<file path="config.mk">
export PLATFORM = sky130hd
export DESIGN_NAME = irm_lock_regs
export DESIGN_NICKNAME = d
export VERILOG_FILES = /design/src/rtl/irm_lock_regs.sv
export SDC_FILE = /design/constraint.sdc
export NUM_CORES = 1
export LEC_CHECK = 0
export ABC_AREA = 1
export BUFFER_PORTS_ARGS = -buffer_cell sky130_fd_sc_hd__buf_2
export CAP_MARGIN = 20
export CORE_MARGIN = 2
export CORE_UTILIZATION = 30
export DETAILED_ROUTE_END_ITERATION = 6
export GPL_TIMING_DRIVEN = 0
export PLACE_DENSITY = 0.56
export SLEW_MARGIN = 20
export SYNTH_ARGS = -nofsm -noshare
export SYNTH_HDL_FRONTEND = slang
export SYNTH_SLANG_ARGS = --single-unit
</file>
<file path="constraint.sdc">
create_clock -name clk -period 3.15 [get_ports clk]
set_clock_uncertainty 0.2 [all_clocks]
set_input_delay 0.63 -clock clk [delete_from_list [all_inputs] [get_ports clk]]
set_output_delay 0.63 -clock clk [all_outputs]
set_load 0.03 [all_outputs]
</file>
<file path="src/rtl/irm_lock_regs.sv">
module irm_lock_regs #(
  parameter int          ADDR_W     = 8,
  parameter int          EXT_W      = 4,
  parameter logic [3:0]  CAS_CODE   = 4'd2,
  parameter logic [31:0] BM_DEFAULT = 32'h0000_003F,
  parameter logic [12:0] BW_DEFAULT = 13'd4915,
  parameter logic [31:0] HI_DEFAULT = 32'hFFFF_FFFE,
  parameter logic [31:0] LO_DEFAULT = 32'hFFFF_FFFF
) (
  input  logic              clk,
  input  logic              rst_n,
  input  logic              bus_reset,
  input  logic              req_valid,
  input  logic [1:0]        req_kind,
  input  logic [ADDR_W-1:0] req_addr,
  input  logic [EXT_W-1:0]  req_ext,
  input  logic [63:0]       req_arg,
  input  logic [63:0]       req_data,
  output logic              rsp_valid,
  output logic [1:0]        rsp_code,
  output logic [63:0]       rsp_value
);
  localparam logic [1:0] K_RD = 2'd0, K_WR = 2'd1, K_L32 = 2'd2, K_L64 = 2'd3;
  localparam logic [1:0] C_OK = 2'd0, C_TYPE = 2'd1, C_ADDR = 2'd2;
  localparam logic [EXT_W-1:0] CAS = EXT_W'(CAS_CODE);

  logic [31:0] bm_q, hi_q, lo_q;
  logic [12:0] bw_q;
  logic [31:0] bm_n, hi_n, lo_n;
  logic [12:0] bw_n;
  logic [1:0]  code_n;
  logic [63:0] val_n;

  logic        aligned, mapped;
  logic [1:0]  idx;
  logic [31:0] arg32, dat32, cur_word;
  assign aligned = req_addr[1:0] == 2'b00;
  assign mapped  = req_addr[ADDR_W-1:4] == '0;
  assign idx     = req_addr[3:2];
  assign arg32   = req_arg[31:0];
  assign dat32   = req_data[31:0];

  always_comb begin
    case (idx)
      2'd0:    cur_word = bm_q;
      2'd1:    cur_word = {19'd0, bw_q};
      2'd2:    cur_word = hi_q;
      default: cur_word = lo_q;
    endcase
  end

  // channel 32-bit: the upper word never lets channel 31 be released
  logic [31:0] ch_dat, ch_aff;
  logic        ch_hit;
  assign ch_dat = (idx == 2'd2) ? (dat32 & 32'hFFFF_FFFE) : dat32;
  assign ch_aff = arg32 ^ ch_dat;
  assign ch_hit = (arg32 & ch_aff) == (cur_word & ch_aff);

  // channel 64-bit on {upper, lower}
  logic [63:0] w_old, w_dat, w_aff;
  logic        w_hit;
  assign w_old = {hi_q, lo_q};
  assign w_dat = req_data & ~64'h0000_0001_0000_0000;
  assign w_aff = req_arg ^ w_dat;
  assign w_hit = (req_arg & w_aff) == (w_old & w_aff);

  // bandwidth delta
  logic [12:0] bw_arg, bw_dat, bw_amt;
  logic [13:0] bw_sum;
  logic        bw_alloc;
  assign bw_arg   = arg32[12:0];
  assign bw_dat   = dat32[12:0];
  assign bw_alloc = bw_arg >= bw_dat;
  assign bw_amt   = bw_alloc ? (bw_arg - bw_dat) : (bw_dat - bw_arg);
  assign bw_sum   = {1'b0, bw_q} + {1'b0, bw_amt};

  always_comb begin
    bm_n = bm_q; bw_n = bw_q; hi_n = hi_q; lo_n = lo_q;
    code_n = C_OK;
    val_n  = '0;
    if (!aligned) begin
      code_n = C_TYPE;
    end else if (!mapped) begin
      code_n = C_ADDR;
    end else begin
      case (req_kind)
        K_RD: val_n = {32'd0, cur_word};
        K_WR: code_n = C_TYPE;
        default: begin
          if (req_ext != CAS || (req_kind == K_L64 && idx != 2'd2)) begin
            code_n = C_TYPE;
          end else if (req_kind == K_L64) begin
            val_n = w_hit ? req_arg : w_old;
            if (w_hit) {hi_n, lo_n} = w_old ^ w_aff;
          end else begin
            case (idx)
              2'd0: begin
                val_n = {32'd0, bm_q};
                if (bm_q == arg32) bm_n = dat32;
              end
              2'd1: begin
                val_n = {51'd0, bw_q};
                if (arg32 <= 32'h0000_1FFF) begin
                  if (bw_alloc && bw_q >= bw_amt) begin
                    bw_n  = bw_q - bw_amt;
                    val_n = {32'd0, arg32};
                  end else if (!bw_alloc && bw_sum < 14'h2000) begin
                    bw_n  = bw_sum[12:0];
                    val_n = {32'd0, arg32};
                  end
                end
              end
              default: begin
                val_n = {32'd0, ch_hit ? arg32 : cur_word};
                if (ch_hit) begin
                  if (idx == 2'd2) hi_n = hi_q ^ ch_aff;
                  else             lo_n = lo_q ^ ch_aff;
                end
              end
            endcase
          end
        end
      endcase
    end
  end

  always_ff @(posedge clk or negedge rst_n) begin
    if (!rst_n) begin
      bm_q <= BM_DEFAULT; bw_q <= BW_DEFAULT; hi_q <= HI_DEFAULT; lo_q <= LO_DEFAULT;
      rsp_valid <= 1'b0; rsp_code <= C_OK; rsp_value <= '0;
    end else begin
      rsp_valid <= req_valid;
      if (req_valid) begin
        rsp_code  <= code_n;
        rsp_value <= val_n;
      end
      if (bus_reset) begin
        bm_q <= BM_DEFAULT; bw_q <= BW_DEFAULT; hi_q <= HI_DEFAULT; lo_q <= LO_DEFAULT;
      end else if (req_valid) begin
        bm_q <= bm_n; bw_q <= bw_n; hi_q <= hi_n; lo_q <= lo_n;
      end
    end
  end

  p_defaults_r1: assert property (@(posedge clk) disable iff (!rst_n)
    bus_reset |=> (bm_q == BM_DEFAULT && bw_q == BW_DEFAULT && hi_q == HI_DEFAULT && lo_q == LO_DEFAULT));

  p_bm_old_r2: assert property (@(posedge clk) disable iff (!rst_n)
    (req_valid && req_kind == K_L32 && req_addr == '0 && req_ext == CAS)
    |=> rsp_value[31:0] == $past(bm_q));

  p_ch31_held_r7: assert property (@(posedge clk) disable iff (!rst_n)
    hi_q[0] == 1'b0);

  p_write_stable_r9: assert property (@(posedge clk) disable iff (!rst_n)
    (req_valid && req_kind == K_WR && !bus_reset)
    |=> ($stable(bm_q) && $stable(bw_q) && $stable(hi_q) && $stable(lo_q)));

  p_unaligned_r10: assert property (@(posedge clk) disable iff (!rst_n)
    (req_valid && req_addr[1:0] != 2'b00) |=> rsp_code == C_TYPE);

  p_rsp_follows_r12: assert property (@(posedge clk) disable iff (!rst_n)
    req_valid |=> rsp_valid);

  p_no_spurious_r12: assert property (@(posedge clk) disable iff (!rst_n)
    !req_valid |=> !rsp_valid);
endmodule

</file>
After elaboration in Yosys (flattened, before gate mapping)
Index checks and enable logic that the tools add are counted.
- output and inout bits: 67
- word-level logic and storage cells: 124
- input bits: 146
- bits in registers: 176
- mux-type cells: 60
- bitwise operators: 9
- add/subtract/negate cells: 4
- reductions and logical operators: 25
- magnitude comparators: 4
- equal/unequal tests: 15
- operator list (cell ; number):
    two-way mux 32 bit ; 35
    two-way mux 64 bit ; 5
    two-way mux 13 bit ; 12
    bitwise AND 64 bit ; 2
    one-hot mux 64 bit (2 select lines) ; 1
    bitwise XOR 64 bit ; 2
    one-hot mux 32 bit (3 select lines) ; 1
    bitwise XOR 32 bit ; 3
    bitwise AND 32 bit ; 2
    equality test 32 bit ; 2
    equality test 64 bit ; 1
    one-hot mux 32 bit (2 select lines) ; 1
    subtractor 13 bit ; 3
    <= comparator 32 x 13 -> 1 bit (second input constant) ; 1
    AND reduction 9 bit ; 3
    greater-or-equal comparator 13 bit ; 2
    adder 13 x 13 -> 14 bit ; 1
    < comparator 14 bit (second input constant) ; 1
    nonzero test 2 bit ; 7
    nonzero test 3 bit ; 3
    AND reduction 8 bit ; 1
    zero test 2 bit ; 3
    inequality test 2 bit (second input constant) ; 3
    equality test 2 x 1 -> 1 bit (second input constant) ; 2
    14 further kinds ; 20

Longest topological paths before layout
Gate-level depths: netlist (run 1).
- depth in word-level cells: 16
- mapped depth: 38
- depth with buffers taken out: 37

Worst setup path after synthesis (run 1)
No wires, ideal clock.
- kind: input to register
- from: input port req_arg[8]
- to: register rsp_value[3]
- required time: 2833 ps
- setup time: 117 ps
- arrival: 4619 ps
- slack: -1786 ps
- stages on the path: 34
- buffers on the path: 4
- path through: inv_1 -> ha_1 -> clkbuf_1 -> nand2_1 -> nor2_1 -> inv_1 -> nor3_1 -> nand2_1 -> nand3_1 -> clkbuf_1 -> o211ai_1 -> a22oi_1 -> xor2_1 -> inv_1 -> ha_1 -> clkbuf_1 -> nand2_1 -> nor2_1 -> nand2_1 -> nor2_1 -> nor2_1 -> nand3_1 -> nand2_1 -> nand3_1 -> clkbuf_1 -> nand2_1 -> o21ai_0 -> nand2_1 -> nand2_1 -> nand2_1 -> nand2_1 -> nand2_1 -> nand2_1 -> nand2_1
- word-level cells in the longest chain between the ends: 14
- elaborated cells between the ends (all ways): 30
- those cells by class: add/sub: 3; order compare: 4; eq/ne: 2; mux: 12; bitwise: 6; reduce/logical: 3
- RTL lines (item ; line ; text):
    start, declared ; 17 ; input logic [63:0] req_arg,
    subtractor 13 bit / greater-or-equal comparator 13 bit (equally long branches) ; 74, 73 ;
    two-way mux 13 bit ; 74 ; assign bw_amt = bw_alloc ? (bw_arg - bw_dat) : (bw_dat - bw_arg);
    adder 13 x 13 -> 14 bit ; 75 ; assign bw_sum = {1'b0, bw_q} + {1'b0, bw_amt};
    < comparator 14 bit ; 107 ; end else if (!bw_alloc && bw_sum < 14'h2000) begin
    logical AND 1 bit ; 107 ;
    two-way mux 32 bit ; 107 ;
    two-way mux 32 bit ; 104 ; if (bw_alloc && bw_q >= bw_amt) begin
    two-way mux 32 bit ; 103 ; if (arg32 <= 32'h0000_1FFF) begin
    one-hot mux 32 bit (2 select lines) ; 96 ; case (idx)
    two-way mux 64 bit * ; 92 ; end else if (req_kind == K_L64) begin
    two-way mux 64 bit * ; 90 ; if (req_ext != CAS || (req_kind == K_L64 && idx != 2'd2)) begin
    one-hot mux 64 bit (2 select lines) * ; 86 ; case (req_kind)
    two-way mux 64 bit * ; 83 ; end else if (!mapped) begin
    two-way mux 64 bit * ; 81 ; if (!aligned) begin
    end signal, assigned ; 135 ; rsp_value <= val_n;
    end, declared ; 21 ; output logic [63:0] rsp_value
Every way passes the cells marked *; elsewhere a longest branch is shown, timed or not.
A chain may end at the register's enable or synchronous reset.

Worst setup path in the final report (run 1)
- from: input port req_arg[3]
- to: register rsp_value[28]
Same word-level chain as after synthesis.

==> results of run 1 <==
final timing paths:
kind	startpoint	end	slack, ps	cells after the start
worst max-delay path	req_arg[3]	rsp_value[28]	-1420	33
worst min-delay path	req_valid	rsp_valid	60	1
worst max register to register	hi_q[23]	rsp_value[2]	-110	19
worst min register to register	rsp_value[23]	rsp_value[23]	280	2
max in group asynchronous	rst_n	lo_q[7]	1590	3
min in group asynchronous	rst_n	rsp_value[51]	360	2
cells in the mapped netlist (3+ instances only):
cell type / n
a211oi_1: 5
a21oi_1: 112
a31oi_1: 5
and2_1: 4
buf_1: 5
buf_2: 13
buf_4: 7
clkbuf_1: 98
dfrtp_1: 100
dfstp_2: 76
fa_1: 4
ha_1: 171
inv_1: 362
inv_2: 5
nand2_1: 764
nand3_1: 164
nand3b_1: 8
nand4_1: 75
nor2_1: 236
nor2_2: 3
nor3_1: 24
nor4_1: 5
o2111ai_1: 3
o211ai_1: 18
o21ai_0: 131
o21ai_1: 43
o21bai_1: 4
o22a_1: 3
o22ai_1: 4
o31ai_1: 59
or2_1: 19
or2_2: 25
xnor2_1: 26
xor2_1: 73
final cells by class:
type	count	area, sq um	share of cell area, %
multi-input cells	2007	12310	53.60
flip-flops and latches	176	4499	19.59
repair buffers	302	2097	9.129
inverters	369	1483	6.455
plain buffers	117	1050	4.570
well taps	765	957.2	4.167
clock buffers	18	439.2	1.912
clock inverters	14	126.4	0.5501
diodes	3	7.507	0.03268
what timing repair did:
action                                  in CTS  in global routing
gates resized for setup                    310                207
hold buffers                                 1                  0
gates cloned                                 4                  0
hold endpoints to repair                     3                  0
buffers inserted                            60                 25
endpoints found under the setup margin     173                173
pin swaps                                   92                 72
through the flow:
step | worst slack (ps) | instances
floorplan | -1187 | 2675
global placement | -2545 | 3650
detailed placement | -2515 | 3652
CTS | -1341 | 3744
global route | -1623 | 3771
finish | -1424 | 3771
registers in the layout (all words and copies together) (netlist names):
name,count
bm_q,32
bw_q,13
hi_q,32
lo_q,32
rsp_code,2
rsp_valid,1
rsp_value,64
power groups by stage:
stage	clock network, uW	registers, uW	logic (uW)
final	2230	3330	5410
after global routing	2350	3390	5960
after CTS	2270	3300	4960
after detailed placement	0	3330	4490
after global placement	0	3330	4460
after floorplan	0	3120	3280
critical path: cells and delay by family:
family                   cells  cell delay [ps]
AO/OA/AOI/OAI                2              340
XOR/XNOR                     1              230
AND/OR/NAND/NOR             21             2410
buffers and inverters        7              670
adder cells (fa/ha/maj)      2              520
kinds of logic (layout without fill, tap and decap cells):
logic type               count (synthesis)  count (layout)  synth area share (%)
XOR/XNOR                                99              99                 4.983
flip-flops                             176             176                 25.86
buffers and inverters                  492             820                 10.86
AND/OR/NAND/NOR                       1333            1333                 32.38
other                                    0               3                     0
multiplexers                             1               1               0.05752
adder cells (fa/ha/maj)                175             175                 12.76
AO/OA/AOI/OAI                          399             399                 13.11
per-layer routing:
metal / up-vias / wire [um]
li1: 9295 / -
met1: 8821 / 32150
met2: 814 / 32220
met3: 166 / 6833
met4: 6 / 3203
met5: - / 37
==> flow_metrics.tcl, run 1 <==
set metrics [dict create \
    p_int_uw 6044 \
    cts.sink_count 176 \
    synthesis.nets 2996 \
    cts-root-buf "clkbuf_16" \
    cts.htree.levels 4 \
    netlist_area_sq_um 17400 \
    area_growth_pct 32.00 \
    synth.distinct_cells 50 \
    grt_pass1_vias 17910 \
    leakage_uw 0.01180 \
    crit_top_cell "nand2_1" \
    die-area_sq_um 59950 \
    start_kind "primary input" \
    final_common_cell "nand2_1" \
    grt_max_degree 83 \
    synth_ff_type "dfrtp_1" \
    crit_required_ps 3400 \
    p_seq_share_pct 30.4 \
    clkPwrFrac_pct 20.3 \
    place_congestion 0.9554 \
    drtAntennaViolNets 0 \
    status "complete, but fails checks" \
    yosys-top-cells-area "nand2_1 16%, dfrtp_1 14%, ha_1 12%" \
    track_usage_pct 24.41 \
    end_kind "register" \
    syn_inst 2675 \
    rsz0062_at_grt "true" \
    path_clk_slew_ps 80 \
    cts_tree "yes" \
    antenna_found_initial 6 \
    hold_viol 0 \
    clk_latency_ps 520 \
    met1_usage_pct 32.16 \
    final_util_pct 39.97 \
    post-route-drc-count 0 \
    cts_buffer_depth 2 \
    cp.arrival_ps 4830 \
    setup_ws_ps -1424 \
    wl_um 74450 \
    relSlewSlack_pct 22.24 \
    viasPerCell 5.065 \
    nFillCells 6146 \
    max_freq_mhz 218.6 \
    yosysSeqAreaShare_pct 25.86 \
    synth-edff-count 0 \
    power.switching_uw 4928 \
    met2_usage_pct 36.94 \
    whs_ps 64.97 \
    synthArstFlopShare_pct 100.0 \
    sw_frac_of_total_pct 44.91 \
    cts_buffers 17 \
    dr.first_iter.drc_count 1739 \
    vias 19100 \
    drive_gt1_share_pct 26.24 \
    tightest_slew_ps 1166 \
    yosysTopAreaCell "nand2_1" \
    routedWlPerCell_um 19.74 \
    critPathSlowestCell "nor3_4" \
    period_share_pct 145.2 \
    crit_path_max_fanout 7 \
    setup_viol 139 \
    fin_crit_ps 4574 \
    port_buffers 210 \
    yosys_warnings 0 \
    critical_path_class "in2reg" \
    violations "negative setup slack" \
    power_per_cell_area_nw_per_um2 477.6 \
    power.total_uw 10970 \
    finalMaxSlewViolations 0 \
    gr-usage-met3_pct 7.009 \
    ys_ff_latch 176 \
    synth_top_area_share_pct 16.48 \
    die_h_um 244.8 \
    num_rows 88 \
    pin_count 213 \
    grt_pass1_wl_um 109800 \
    design_area_sq_um 22970 \
    overflow 0 \
    dp.final_hpwl_um 57090 \
    final_cell_mix "702 x nand2_1, 319 x inv_1, 196 x nor2_1" \
    place_area_sq_um 20030 \
    vdd_drop_max_v 0.0002835 \
    nNetsFinal 3311 \
    hold_path_class "in2reg" \
    start_util_pct 30.28 \
    syn_area_per_cell_sq_um 6.505 \
    busiest_layer "met2" \
    maxCapViolations 0 \
    dr.pass1.iters 6 \
    fp.dieW_um 244.8 \
    p_comb_share_pct 49.3 \
    finalSetupTns_ps -55460 \
    cp_slowest_stage_delay_ps 310 \
    fp.coreArea_sq_um 57480 \
]
(Power assumes the default switching activity.)
==> run 2, diff against run 1 <==
--- a/config.mk
+++ b/config.mk
@@ -7,5 +7,5 @@
 export LEC_CHECK = 0
 export ABC_AREA = 1
-export BUFFER_PORTS_ARGS = -buffer_cell sky130_fd_sc_hd__buf_2
+export BUFFER_PORTS_ARGS = -buffer_cell sky130_fd_sc_hd__buf_4
 export CAP_MARGIN = 20
 export CORE_MARGIN = 2
==> constraint.sdc (replaced) <==
create_clock -name clk -period 3.15 [get_ports clk]
set_clock_uncertainty 0.2 [all_clocks]
set_input_delay 0.7875 -clock clk [delete_from_list [all_inputs] [get_ports clk]]
set_output_delay 0.7875 -clock clk [all_outputs]
set_load 0.03 [all_outputs]
==> run 2 against run 1 <==
Effect of this change: the flow still finishes with violations (negative setup slack); count of clock-buffer cells in the layout up 1; global-route usage down 0.50 points; clock power grew 2%; sequential power up 1%; maximum frequency down 5.4%; total power is 1.7% higher; critical path type unchanged; critical endpoint is now rsp_value[3]; highest routed layer is now met4; largest cell class unchanged; via count is essentially flat; critical path depth down 2.
==> flow_metrics.tcl, run 2 (synthesis results as in run 1) <==
set metrics [dict create \
    status "complete, but fails checks" \
    violations "negative setup slack" \
    nNetsFinal 3318 \
    cts.sink_count 176 \
    preCtsSetupSlack_ps -2704 \
    start_kind "primary input" \
    start_util_pct 30.28 \
    finalMaxSlewViolations 0 \
    num_rows 88 \
    critical_path_class "in2reg" \
    dr.pass1.iters 6 \
    dp.final_hpwl_um 57040 \
    vdd_drop_max_v 0.0004194 \
    cp_top_family "simple AND/OR/NAND/NOR gates" \
    final_common_cell "nand2_1" \
    vias 19110 \
    cts_buffer_depth 2 \
    crit_top_cell "nand2_1" \
    hold_viol 0 \
    dr.first_iter.drc_count 1736 \
    largest_reg_flops 64 \
    fp.coreArea_sq_um 57480 \
    whs_endpoint "rsp_valid" \
    drtAntennaViolNets 0 \
    area_growth_pct 36.67 \
    antenna_found_initial 2 \
    ff2ff_path_depth 18 \
    path_clk_slew_ps 70 \
    grt_pass1_vias 17560 \
    nFillCells 5996 \
    viasPerCell 5.060 \
    cp.arrival_ps 5060 \
    setup_ws_ps -1688 \
    final_cell_mix "661 x nand2_1, 329 x inv_1, 261 x buf_4" \
    crit_required_ps 3370 \
    die_h_um 244.8 \
    reg2reg_to "rsp_value[28]" \
    wl_um 74650 \
    cp_slowest_stage_delay_ps 430 \
    fin_crit_ps 4838 \
    pin_count 213 \
    rsz0062_at_grt "true" \
    regMostFlops "rsp_value" \
    post-route-drc-count 0 \
    place_congestion 0.9564 \
    cts.htree.levels 4 \
    final_util_pct 41.38 \
    fp.dieW_um 244.8 \
    track_usage_pct 23.92 \
    period_share_pct 153.6 \
    max_freq_mhz 206.7 \
    hold_path_class "in2reg" \
    cts_tree "yes" \
    port_buffers 210 \
    tightest_slew_ps 1107 \
    r2r_slack_ps -150 \
    grt_pass1_wl_um 108700 \
    leakage_uw 0.01209 \
    cts-root-buf "clkbuf_16" \
    power_per_cell_area_nw_per_um2 469.0 \
    relSlewSlack_pct 26.21 \
    rr_startpoint "hi_q[7]" \
    critPathSlowestCell "a21oi_1" \
    end_kind "register" \
    cts_buffers 17 \
    setup_viol 141 \
    whs_path_depth 1 \
    die-area_sq_um 59950 \
    clk_latency_ps 490 \
    drive_gt1_share_pct 27.24 \
    overflow 0 \
    grt_max_degree 91 \
    maxCapViolations 0 \
    hold_path.startpoint "req_valid" \
    routedWlPerCell_um 19.77 \
    crit_path_max_fanout 7 \
    path_buf_inv 7 \
]
==> run 2: routing by layer <==
metal	GRT usage (%)	up-vias	share of wire (%)
met1	33.31	8837	44
met2	37.16	840	44
met3	4.395	131	8.8
met5	0	-	0
met4	7.801	0	3.2
li1	-	9300	-
==> run 2: cell type report <==
type	count	area, sq um	share of cell area, %
Antenna cell	1	2.502	0.01052
Sequential cell	176	4499	18.92
Clock buffer	19	464.2	1.952
Timing Repair Buffer	308	2785	11.71
Multi-Input combinational cell	2007	12430	52.27
Inverter	369	1476	6.208
Clock inverter	13	125.1	0.5261
Tap cell	765	957.2	4.025
Buffer	118	1042	4.382
==> run 2: through the flow <==
| step | hold slack, ps | TNS [ps] | cell area [sq um] | std cells | total power, uW |
|---|---|---|---|---|---|
| 2_1_floorplan | 259.8 | -44500 | 18080 | 2675 | 6428 |
| 3_3_place_gp | 266.2 | -267310 | 20610 | 3650 | 7893 |
| 3_5_place_dp | 266.3 | -251600 | 20680 | 3652 | 7926 |
| 4_1_cts | 226.8 | -77120 | 22300 | 3733 | 10570 |
| 5_1_grt | 240.2 | -96040 | 23780 | 3775 | 11910 |
| 6_report | 242.8 | -84600 | 23780 | 3776 | 11150 |
==> run 2: where the power goes <==
part | switching (uW) | internal [uW]
Clock | 1100 | 1170
Sequential | 598 | 2780
Combinational | 3190 | 2320
==> run 2: worst reg2reg max path: stages (launching register included) <==
cell and delay, ps:
dfstp_2 410, o21ai_0 470, nand3_1 280, nand4_1 170
nand2_1 90, nor2_1 150, nand2_1 150, nor2_4 180
nand3_4 90, buf_4 170, clkbuf_2 250, nand2_1 120
nand3_1 80, nand2_1 60, nand2_1 50, nand2_1 80
nand2_1 90, nand2_1 80, nand2_1 50
==> run 2: repair_timing <==
action / in CTS / in global routing
hold buffers: 1 / 0
setup buffers: 46 / 38
endpoints found under the hold margin: 1 / 0
gates resized for setup: 171 / 319
pin swaps: 75 / 87
gates cloned: 4 / 9
setup endpoints to repair: 173 / 173
==> run 2: how the worst max path moves through the flow <==
stage | start | endpoint | cells past startpoint
2_1_floorplan | req_arg[5] | rsp_value[3] | 32
6_report | req_arg[5] | rsp_value[3] | 31
5_1_grt | req_arg[5] | rsp_value[3] | 38
3_5_place_dp | req_data[12] | rsp_value[3] | 33
4_1_cts | req_arg[1] | rsp_value[4] | 33
3_3_place_gp | req_data[12] | rsp_value[3] | 33
